`config.mk`:
```
export PLATFORM = sky130hd
export DESIGN_NAME = tamper_detector
export DESIGN_NICKNAME = d
export VERILOG_FILES = /design/src/rtl/tamper_pkg.sv /design/src/rtl/tamper_tick.sv /design/src/rtl/tamper_chan.sv /design/src/rtl/tamper_detector.sv
export SDC_FILE = /design/constraint.sdc
export NUM_CORES = 1
export LEC_CHECK = 0
export ABC_AREA = 1
export CORE_MARGIN = 2
export CORE_UTILIZATION = 52
export DETAILED_ROUTE_END_ITERATION = 10
export PLACE_DENSITY = 0.85
export SYNTH_ARGS = -nofsm -noshare
export SYNTH_HDL_FRONTEND = slang
export SYNTH_SLANG_ARGS = --single-unit
```
`constraint.sdc`:
```
create_clock -name clk -period 1.8 [get_ports clk]
set_input_delay 0.27 -clock clk [delete_from_list [all_inputs] [get_ports clk]]
set_output_delay 0.27 -clock clk [all_outputs]
set_load 0.02 [all_outputs]
```
`src/rtl/tamper_pkg.sv`:
```
package tamper_pkg;
  typedef enum logic [1:0] {
    ACT_OFF   = 2'b00,
    ACT_EVENT = 2'b01,
    ACT_STAMP = 2'b10,
    ACT_LOOP  = 2'b11
  } act_e;

  localparam int CH_FIELD_W   = 4;
  localparam int CTRL_EN      = 0;
  localparam int CTRL_WIPE    = 1;
  localparam int CTRL_INSTANT = 2;
  localparam int CTRL_MAJ     = 3;
  localparam int CTRL_PER_LSB = 4;

  localparam int ADDR_CTRL   = 0;
  localparam int ADDR_CHCFG  = 1;
  localparam int ADDR_STATUS = 2;
  localparam int ADDR_GP0    = 4;
endpackage

```
`src/rtl/tamper_tick.sv`:
```
module tamper_tick #(
  parameter int PER_W = 12
) (
  input  logic             clk,
  input  logic             rst_n,
  input  logic             en,
  input  logic [PER_W-1:0] period,
  output logic             tick,
  output logic             shield
);
  logic [PER_W-1:0] cnt_q;

  assign tick = en && (cnt_q == period);

  always_ff @(posedge clk) begin
    if (!rst_n || !en) begin
      cnt_q  <= '0;
      shield <= 1'b0;
    end else if (tick) begin
      cnt_q  <= '0;
      shield <= ~shield;
    end else begin
      cnt_q <= cnt_q + 1'b1;
    end
  end
endmodule

```
`src/rtl/tamper_chan.sv`:
```
module tamper_chan
  import tamper_pkg::*;
(
  input  logic clk,
  input  logic rst_n,
  input  logic en,
  input  logic tick,
  input  logic raw_in,
  input  logic shield,
  input  logic pol,
  input  logic deb_en,
  input  logic instant,
  input  logic maj_en,
  input  act_e act,
  output logic trip
);
  logic       s1_q, s2_q, sh1_q, sh2_q;
  logic       qual_q, qual_d1_q;
  logic [2:0] hist_q, hist_nx;
  logic       lvl;

  // Two-stage synchronizers for the line and the matching shield delay
  always_ff @(posedge clk) begin
    if (!rst_n) begin
      s1_q  <= 1'b0;
      s2_q  <= 1'b0;
      sh1_q <= 1'b0;
      sh2_q <= 1'b0;
    end else begin
      s1_q  <= raw_in;
      s2_q  <= s1_q;
      sh1_q <= shield;
      sh2_q <= sh1_q;
    end
  end

  always_comb begin
    lvl     = (act == ACT_LOOP) ? (s2_q ^ sh2_q) : (s2_q == pol);
    hist_nx = {hist_q[1:0], lvl};
  end

  always_ff @(posedge clk) begin
    if (!rst_n || !en) begin
      qual_q    <= 1'b0;
      qual_d1_q <= 1'b0;
      hist_q    <= '0;
    end else begin
      qual_d1_q <= qual_q;
      if (tick) hist_q <= hist_nx;
      if (!deb_en) begin
        qual_q <= lvl;
      end else if (instant) begin
        if (lvl) qual_q <= 1'b1;
        else if (tick && !hist_q[0]) qual_q <= 1'b0;
      end else if (tick) begin
        if (maj_en) qual_q <= ($countones(hist_nx) >= 2);
        else if (&hist_nx[1:0]) qual_q <= 1'b1;
        else if (~|hist_nx[1:0]) qual_q <= 1'b0;
      end
    end
  end

  assign trip = qual_q && !qual_d1_q && (act != ACT_OFF);
endmodule

```
`src/rtl/tamper_detector.sv`:
```
module tamper_detector
  import tamper_pkg::*;
#(
  parameter int N_CH   = 4,
  parameter int DW     = 16,
  parameter int ADDR_W = 3,
  parameter int GP_N   = 2
) (
  input  logic              clk,
  input  logic              rst_n,
  input  logic              cfg_we,
  input  logic [ADDR_W-1:0] cfg_addr,
  input  logic [DW-1:0]     cfg_wdata,
  output logic [DW-1:0]     cfg_rdata,
  input  logic [N_CH-1:0]   tamper_in,
  output logic              shield_out,
  output logic [N_CH-1:0]   tamper_status,
  output logic              tamper_irq,
  output logic              tamper_evt
);
  localparam int PER_W = DW - CTRL_PER_LSB;
  localparam int CFG_W = N_CH * CH_FIELD_W;
  localparam logic [ADDR_W-1:0] A_CTRL = ADDR_W'(ADDR_CTRL);
  localparam logic [ADDR_W-1:0] A_CFG  = ADDR_W'(ADDR_CHCFG);
  localparam logic [ADDR_W-1:0] A_STAT = ADDR_W'(ADDR_STATUS);

  logic             en_q, wipe_q, instant_q, maj_q;
  logic [PER_W-1:0] per_q;
  logic [CFG_W-1:0] chcfg_q;
  logic [N_CH-1:0]  status_q, trips;
  logic             evt_q, tick;
  logic [DW-1:0]    gp_q [GP_N];

  logic wr_ctrl, wr_cfg, wr_stat, wipe_now;
  assign wr_ctrl  = cfg_we && (cfg_addr == A_CTRL);
  assign wr_cfg   = cfg_we && (cfg_addr == A_CFG);
  assign wr_stat  = cfg_we && (cfg_addr == A_STAT);
  assign wipe_now = (|trips) && wipe_q;

  always_ff @(posedge clk) begin
    if (!rst_n) begin
      en_q      <= 1'b0;
      wipe_q    <= 1'b0;
      instant_q <= 1'b0;
      maj_q     <= 1'b0;
      per_q     <= '0;
    end else if (wr_ctrl) begin
      en_q <= cfg_wdata[CTRL_EN];
      if (!en_q) begin
        wipe_q    <= cfg_wdata[CTRL_WIPE];
        instant_q <= cfg_wdata[CTRL_INSTANT];
        maj_q     <= cfg_wdata[CTRL_MAJ];
        per_q     <= cfg_wdata[DW-1:CTRL_PER_LSB];
      end
    end
  end

  always_ff @(posedge clk) begin
    if (!rst_n) chcfg_q <= '0;
    else if (wr_cfg && !en_q) chcfg_q <= cfg_wdata[CFG_W-1:0];
  end

  always_ff @(posedge clk) begin
    if (!rst_n) begin
      status_q <= '0;
      evt_q    <= 1'b0;
    end else begin
      status_q <= (status_q & ~(wr_stat ? cfg_wdata[N_CH-1:0] : '0)) | trips;
      evt_q    <= |trips;
    end
  end

  tamper_tick #(.PER_W(PER_W)) u_tick (
    .clk    (clk),
    .rst_n  (rst_n),
    .en     (en_q),
    .period (per_q),
    .tick   (tick),
    .shield (shield_out)
  );

  for (genvar i = 0; i < N_CH; i++) begin : g_ch
    tamper_chan u_chan (
      .clk     (clk),
      .rst_n   (rst_n),
      .en      (en_q),
      .tick    (tick),
      .raw_in  (tamper_in[i]),
      .shield  (shield_out),
      .pol     (chcfg_q[i*CH_FIELD_W+2]),
      .deb_en  (chcfg_q[i*CH_FIELD_W+3]),
      .instant (instant_q),
      .maj_en  (maj_q),
      .act     (act_e'(chcfg_q[i*CH_FIELD_W +: 2])),
      .trip    (trips[i])
    );
  end

  for (genvar g = 0; g < GP_N; g++) begin : g_gp
    always_ff @(posedge clk) begin
      if (!rst_n || wipe_now) gp_q[g] <= '0;
      else if (cfg_we && (cfg_addr == ADDR_W'(ADDR_GP0 + g))) gp_q[g] <= cfg_wdata;
    end
  end

  always_comb begin
    cfg_rdata = '0;
    if (cfg_addr == A_CTRL) begin
      cfg_rdata[CTRL_EN]                = en_q;
      cfg_rdata[CTRL_WIPE]              = wipe_q;
      cfg_rdata[CTRL_INSTANT]           = instant_q;
      cfg_rdata[CTRL_MAJ]               = maj_q;
      cfg_rdata[DW-1:CTRL_PER_LSB]      = per_q;
    end else if (cfg_addr == A_CFG) begin
      cfg_rdata[CFG_W-1:0] = chcfg_q;
    end else if (cfg_addr == A_STAT) begin
      cfg_rdata[N_CH-1:0] = status_q;
    end
    for (int g = 0; g < GP_N; g++)
      if (cfg_addr == ADDR_W'(ADDR_GP0 + g)) cfg_rdata = gp_q[g];
  end

  assign tamper_status = status_q;
  assign tamper_irq    = |status_q;
  assign tamper_evt    = evt_q;
endmodule

```
# Yosys cells after proc, flatten, opt, wreduce, memory -nomap -nowiden
# Memories as Yosys holds them, arrays and structs flattened.
# Cells that the tools add are included.
[totals]
inputBits = 26
ram_bits = 32
out_inout_bits = 23
ff_bits = 76
mem_count = 1
wordCells = 188
[mem_list]
columns = ["memory", "words", "width", "rd", "rd_clocked_by_memory_dff", "wr", "line_no", "text"]
rows = [
  ["gp_q", 2, 16, 2, 0, 2, "tamper_detector.sv:32", "logic [DW-1:0] gp_q [GP_N];"],
]
[op_classes]
n_eq_ne = 25
mux = 53
n_addsub = 9
bitwise = 11
order_cmp = 4
reduce_logical = 53
[ops]
columns = ["cell", "n"]
rows = [
  ["32-bit by 3-bit greater-or-equal comparator with 1-bit output, second input constant", 4],
  ["16-bit 2-to-1 mux", 5],
  ["1-bit 2-to-1 mux", 44],
  ["1-bit logical AND", 20],
  ["5-bit by 4-bit != test with 1-bit output, second input constant", 4],
  ["4-bit by 2-bit != test with 1-bit output, second input constant", 4],
  ["12-bit by 1-bit adder with 12-bit output, second input constant", 1],
  ["2-bit by 1-bit adder with 3-bit output", 4],
  ["12-bit equality test", 1],
  ["12-bit 2-to-1 mux", 1],
  ["4-bit 2-to-1 mux", 3],
  ["3-bit by 2-bit != test with 1-bit output, second input constant", 4],
  ["3-bit AND reduction", 4],
  ["1-bit zero test", 10],
  ["2-bit AND reduction", 5],
  ["2-bit OR reduction", 5],
  ["1-bit by 1-bit adder with 2-bit output", 4],
  ["2-bit equality test, second input constant", 4],
  ["2-bit nonzero test", 4],
  ["4-bit OR reduction", 2],
  ["3-bit equality test, second input constant", 2],
  ["4-bit bitwise AND", 1],
  ["1-bit equality test", 4],
  ["4-bit inverter", 1],
  ["other kinds (8)", 14],
]

# Logic depth before layout (Yosys ltp)
[logic_depth]
depth_word = 9
depth_mapped = 13
depth_no_buf = 13

# Modules after synthesis
# A second synthesis with hierarchy kept.
[unflattened]
cells_unflattened = 761
area_unflattened_um2 = 5604.1
[by_module_without_submodules]
columns = ["mod", "instances", "seq_area_each_um2", "cells_each", "area_each_um2"]
rows = [
  ["tamper_detector", 1, 1701.6, 373, 3083.0],
  ["tamper_chan", 4, 160.2, 64, 420.4],
  ["tamper_tick", 1, 260.2, 132, 839.6],
]

# Least setup slack after synthesis
# OpenSTA, ideal clock, no wires.
[synth_timing]
path_kind = "input to register"
startpoint = "input cfg_addr[2]"
endpoint = "memory gp_q[0][0] (enable)"
cell_stages = 5
setup_time_ns = 0.372
path_buffers = 1
setup_slack_ns = -0.016
t_arrival_ns = 1.444
t_required_ns = 1.428
path_cell_list = "inv_1 nor3_2 clkbuf_1 nand2_1 nand2_1"
[synth_lines]
columns = ["item", "line_no", "text"]
rows = [
  ["start: declaration", "tamper_detector.sv:12", "input logic [ADDR_W-1:0] cfg_addr,"],
  ["end: declaration", "tamper_detector.sv:32", ""],
]

# Worst setup path after layout
[layout_timing]
startpoint = "register chcfg_q[9]"
endpoint = "register g_ch[2].u_chan.qual_q"
[layout_via]
elab_chain_len = 9
word_cells_on_any_way = 16
classes_between = "2 x add/sub; 1 x order compare; 3 x eq/ne; 7 x mux; 3 x reduce/logical"
[layout_rtl]
columns = ["item", "line_no", "text"]
rows = [
  ["start: declaration", "tamper_detector.sv:29", "logic [CFG_W-1:0] chcfg_q;"],
  ["start signal: assignment", "tamper_detector.sv:60", "else if (wr_cfg && !en_q) chcfg_q <= cfg_wdata[CFG_W-1:0];"],
  ["2-bit equality test (*)", "tamper_chan.sv:38", "lvl = (act == ACT_LOOP) ? (s2_q ^ sh2_q) : (s2_q == pol);"],
  ["1-bit 2-to-1 mux (*)", "tamper_chan.sv:38", ""],
  ["named net g_ch[2].u_chan.lvl", "tamper_chan.sv:20", "logic lvl;"],
  ["1-bit by 1-bit adder with 2-bit output (implied by the code)", "tamper_chan.sv:56", "if (maj_en) qual_q <= ($countones(hist_nx) >= 2);"],
  ["2-bit by 1-bit adder with 3-bit output (implied by the code)", "tamper_chan.sv:56", ""],
  ["32-bit by 3-bit greater-or-equal comparator with 1-bit output", "tamper_chan.sv:56", ""],
  ["1-bit 2-to-1 mux", "tamper_chan.sv:56", ""],
  ["1-bit 2-to-1 mux", "tamper_chan.sv:55", "end else if (tick) begin"],
  ["1-bit 2-to-1 mux", "tamper_chan.sv:52", "end else if (instant) begin"],
  ["1-bit 2-to-1 mux", "tamper_chan.sv:50", "if (!deb_en) begin"],
  ["end signal: assignment", "tamper_chan.sv:51", "qual_q <= lvl;"],
  ["end signal: assignment", "tamper_chan.sv:56", ""],
  ["end: declaration", "tamper_chan.sv:18", "logic qual_q, qual_d1_q;"],
]
# The timed path passes the listed nets; every way through them passes the cells marked *. The select of a mux whose other input is x is not followed.
# A chain may end at the register's enable or synchronous reset.

==> flow_metrics.env <==
export IMPL_outcome="finished, final reports clean"
export IMPL_r2r_setup_slack_ps=40
export IMPL_clockRootBuffer="clkbuf_8"
export IMPL_fin_ws_ps=43.6
export IMPL_grt_pass1_vias=4915
export IMPL_drt_total_wl_um=14200
export IMPL_ys_ff_latch=108
export IMPL_peakVddDrop_mv=0.465
export IMPL_syn_inst=687
export IMPL_power_switching_mw=1.26
export IMPL_synth_edf_count=32
export IMPL_yosys_cell_types_count=35
export IMPL_worstPathRequired_ps=2090
export IMPL_drtAntennaViolNets=0
export IMPL_clock_fmax_mhz=569
export IMPL_final_setup_viol_count=0
export IMPL_yosysTopAreaCell="dfxtp_1"
export IMPL_p_int_mw=3.34
export IMPL_ys_top_cells_by_area="dfxtp_1 (30%), edfxtp_1 (19%), nand2_1 (11%)"
export IMPL_wl_met3_um=1050
export IMPL_drc=0
export IMPL_ys_seq_area_frac=0.483
export IMPL_vias_per_cell=5.52
export IMPL_worst_pin_slew_ps=370
export IMPL_grt_overflow_total=0
export IMPL_hp_class="in -> reg"
export IMPL_finalPower_mw=4.60
export IMPL_num_vias=4989
export IMPL_syn2layout_area_growth_pct=23.2
export IMPL_met1Wirelength_um=5460
export IMPL_async_flop_share=0
export IMPL_slew_violations=0
export IMPL_clock_latency_ps=390
export IMPL_final_util=0.653
export IMPL_max_stage_delay_ps=400
export IMPL_synth_area_um2=5140
export IMPL_critPathCaptureType="flop"
export IMPL_antenna_found_initial=0
export IMPL_gp_congestion=0.947
export IMPL_synth_top_flop_cell="dfxtp_1"
export IMPL_cts_buffers=9
export IMPL_fin_crit_sh=0.976
export IMPL_clock_sinks=108
export IMPL_finalClockSkew_ps=20.4
export IMPL_dp_slack_ps=-582
export IMPL_cpLargestDelayFamily="simple AND/OR/NAND/NOR gates"
export IMPL_initial_utilization=0.530
export IMPL_critPathKind="reg -> reg"
export IMPL_first_pass_iters=6
export IMPL_p_leak_nw=2.82
export IMPL_wl_per_cell_um=15.8
export IMPL_grt_max_degree=42
export IMPL_p_seq_frac=0.572
export IMPL_nets=796
export IMPL_cp_buffers_inverters=2
export IMPL_die_y_um=103
export IMPL_pwr_share_comb=0.115
export IMPL_dieWidth_um=103
export IMPL_core_area_um2=9680
export IMPL_crit_path_frequent_cell="nand2_2"
export IMPL_cts_htree_levels=3
export IMPL_dr_wl_met2_um=7220
export IMPL_final_hold_violation_count=0
export IMPL_max_slew_margin_rel=0.752
export IMPL_cap_violations=0
export IMPL_cts_tree="done"
export IMPL_syn_area_per_cell_um2=7.48
export IMPL_syn_num_nets=718
export IMPL_dieArea_um2=10700
export IMPL_io_buffer_count=48
export IMPL_switching_share=0.275
export IMPL_ctsHoldBuffers=0
export IMPL_grt_use_total=0.276
export IMPL_dp_hpwl_um=10300
export IMPL_worstPathCellList="nand2_2 -> inv_1 -> nand2_2 -> nand2_2 -> inv_1 -> ha_1 -> a21oi_2 -> a21oi_1 -> a21oi_1 -> nand4_1 -> nand2_1 -> nor2_1"
export IMPL_drt_initial_drc_count=490
export IMPL_clockBufferDepth=2
export IMPL_p_clk_frac=0.313
export IMPL_rsz0062_at_grt="true"
export IMPL_dr_max_layer_used="met4"
export IMPL_cp_max_fo=4
export IMPL_cp_start_kind="flop"
export IMPL_crit_slowest_cell="dfxtp_2"
export IMPL_p_per_area_nw_per_um2=727
export IMPL_drive_gt1_frac=0.173
export IMPL_yosys_area_top_type_share=0.296
export IMPL_rows=36
export IMPL_timing_final_crit_period_ps=1760
export IMPL_clkTransAtPathRegs_ps=120
export IMPL_num_io_pins=49
export IMPL_grt_pass1_wl_um=22800
export IMPL_antenna_cells=0
export IMPL_arrival_ps=2040
export IMPL_ys_warnings_count=0
export IMPL_n_fill_cell=790
## layout by cell type (no fill, tap or decap), types with 8 or more instances in the layout
| cell | instances |
|---|---|
| nand2_1 | 143 |
| inv_1 | 106 |
| nor2_1 | 74 |
| a21oi_1 | 68 |
| dfxtp_1 | 61 |
| o21ai_0 | 43 |
| edfxtp_1 | 32 |
| buf_4 | 29 |
| nand3_1 | 28 |
| clkdlybuf4s50_1 | 28 |
| o22ai_1 | 16 |
| buf_2 | 14 |
| dfxtp_2 | 13 |
| inv_2 | 10 |
| nand2_2 | 10 |
| clkbuf_8 | 9 |
| nand4_1 | 8 |
## power by group through the flow
stage          combinational [mW]  clock [mW]  sequential (mW)
2_1_floorplan               0.278           0             2.67
3_5_place_dp                0.509           0             2.68
4_1_cts                     0.505        1.44             2.63
3_3_place_gp                0.492           0             2.68
6_report                    0.530        1.44             2.63
5_1_grt                     0.575        1.54             2.64
## cells by family (layout without fill, tap and decap cells)
logic type	count (synthesis)	count (layout)	synth area share
xor gates and xnor gates	6	6	0.0102
DFF	108	108	0.483
adders and majority gates	5	5	0.0122
AOI/OAI and AO/OA	143	143	0.151
and+or+nand+nor	286	286	0.239
buffers and inverters	139	222	0.104
## routing by layer
metal / up-vias / track usage
met1: 2315 / 0.329
met5: - / 0
li1: 2378 / -
met4: 0 / 0.118
met2: 251 / 0.481
met3: 45 / 0.0571
## cell type report
cell class | count | area [µm²] | area share
flip-flops and latches | 108 | 2510 | 0.396
multi-input cells | 440 | 2220 | 0.352
repair buffers | 87 | 788 | 0.125
inverters | 119 | 454 | 0.0718
well taps | 133 | 166 | 0.0263
clock buffers | 9 | 124 | 0.0196
clock inverters | 7 | 65.1 | 0.0103
## Yosys cell counts (2+ instances only)
library cell  instances
dfxtp_1              76
o21ai_0              43
edfxtp_1             32
inv_1               114
nor3b_1               2
a21oi_1              72
a221o_1               5
nand3_2               3
nor2_1               74
nor3_2                2
nand4_1               8
clkbuf_1              8
buf_2                10
nand2_1             154
o21ai_1               2
o22ai_1              16
xor2_1                5
nor2_4                2
nand3_1              29
nor3_1                7
ha_1                  5
inv_2                 5
## tightest hold or removal path, stage by stage
cell	delay, ps
clkdlybuf4s50_1	390
nand2_1	60
inv_1	30
## registers in the layout, summed over array words and instances (netlist names), 4 cells and up
| register | count |
|---|---|
| chcfg_q | 16 |
| g_ch.u_chan.hist_q | 8 |
| g_ch.u_chan.qual_d1_q | 4 |
| g_ch.u_chan.qual_q | 4 |
| g_ch.u_chan.s1_q | 4 |
| g_ch.u_chan.s2_q | 4 |
| gp_q | 32 |
| per_q | 12 |
| tamper_status | 4 |
| u_tick.cnt_q | 12 |
## through the flow
| stage | setup TNS (ps) | hold WS, ps | std cells | instance area, µm² |
|---|---|---|---|---|
| global route | -174 | 402 | 903 | 6330 |
| floorplan | 0 | 368 | 687 | 5140 |
| CTS | 0 | 402 | 899 | 6200 |
| finish | 0 | 401 | 903 | 6330 |
| detailed placement | -17120 | 398 | 881 | 6020 |
| global placement | -13740 | 394 | 881 | 6020 |
## final timing paths
kind                             start  cells past startpoint                    end
setup / recovery            chcfg_q[9]                     12  g_ch[2].u_chan.qual_q
hold / removal            tamper_in[0]                      3    g_ch[0].u_chan.s1_q
setup reg to reg            chcfg_q[9]                     12  g_ch[2].u_chan.qual_q
hold reg to reg   g_ch[0].u_chan.sh1_q                      2   g_ch[0].u_chan.sh2_q
## what timing repair did
action	in CTS	in global routing
pin swaps	2	13
resized for setup	89	44
setup endpoints to repair	36	76
setup buffers	0	4
cloned	2	0
Note: power is estimated with default switching activity, not from simulation.
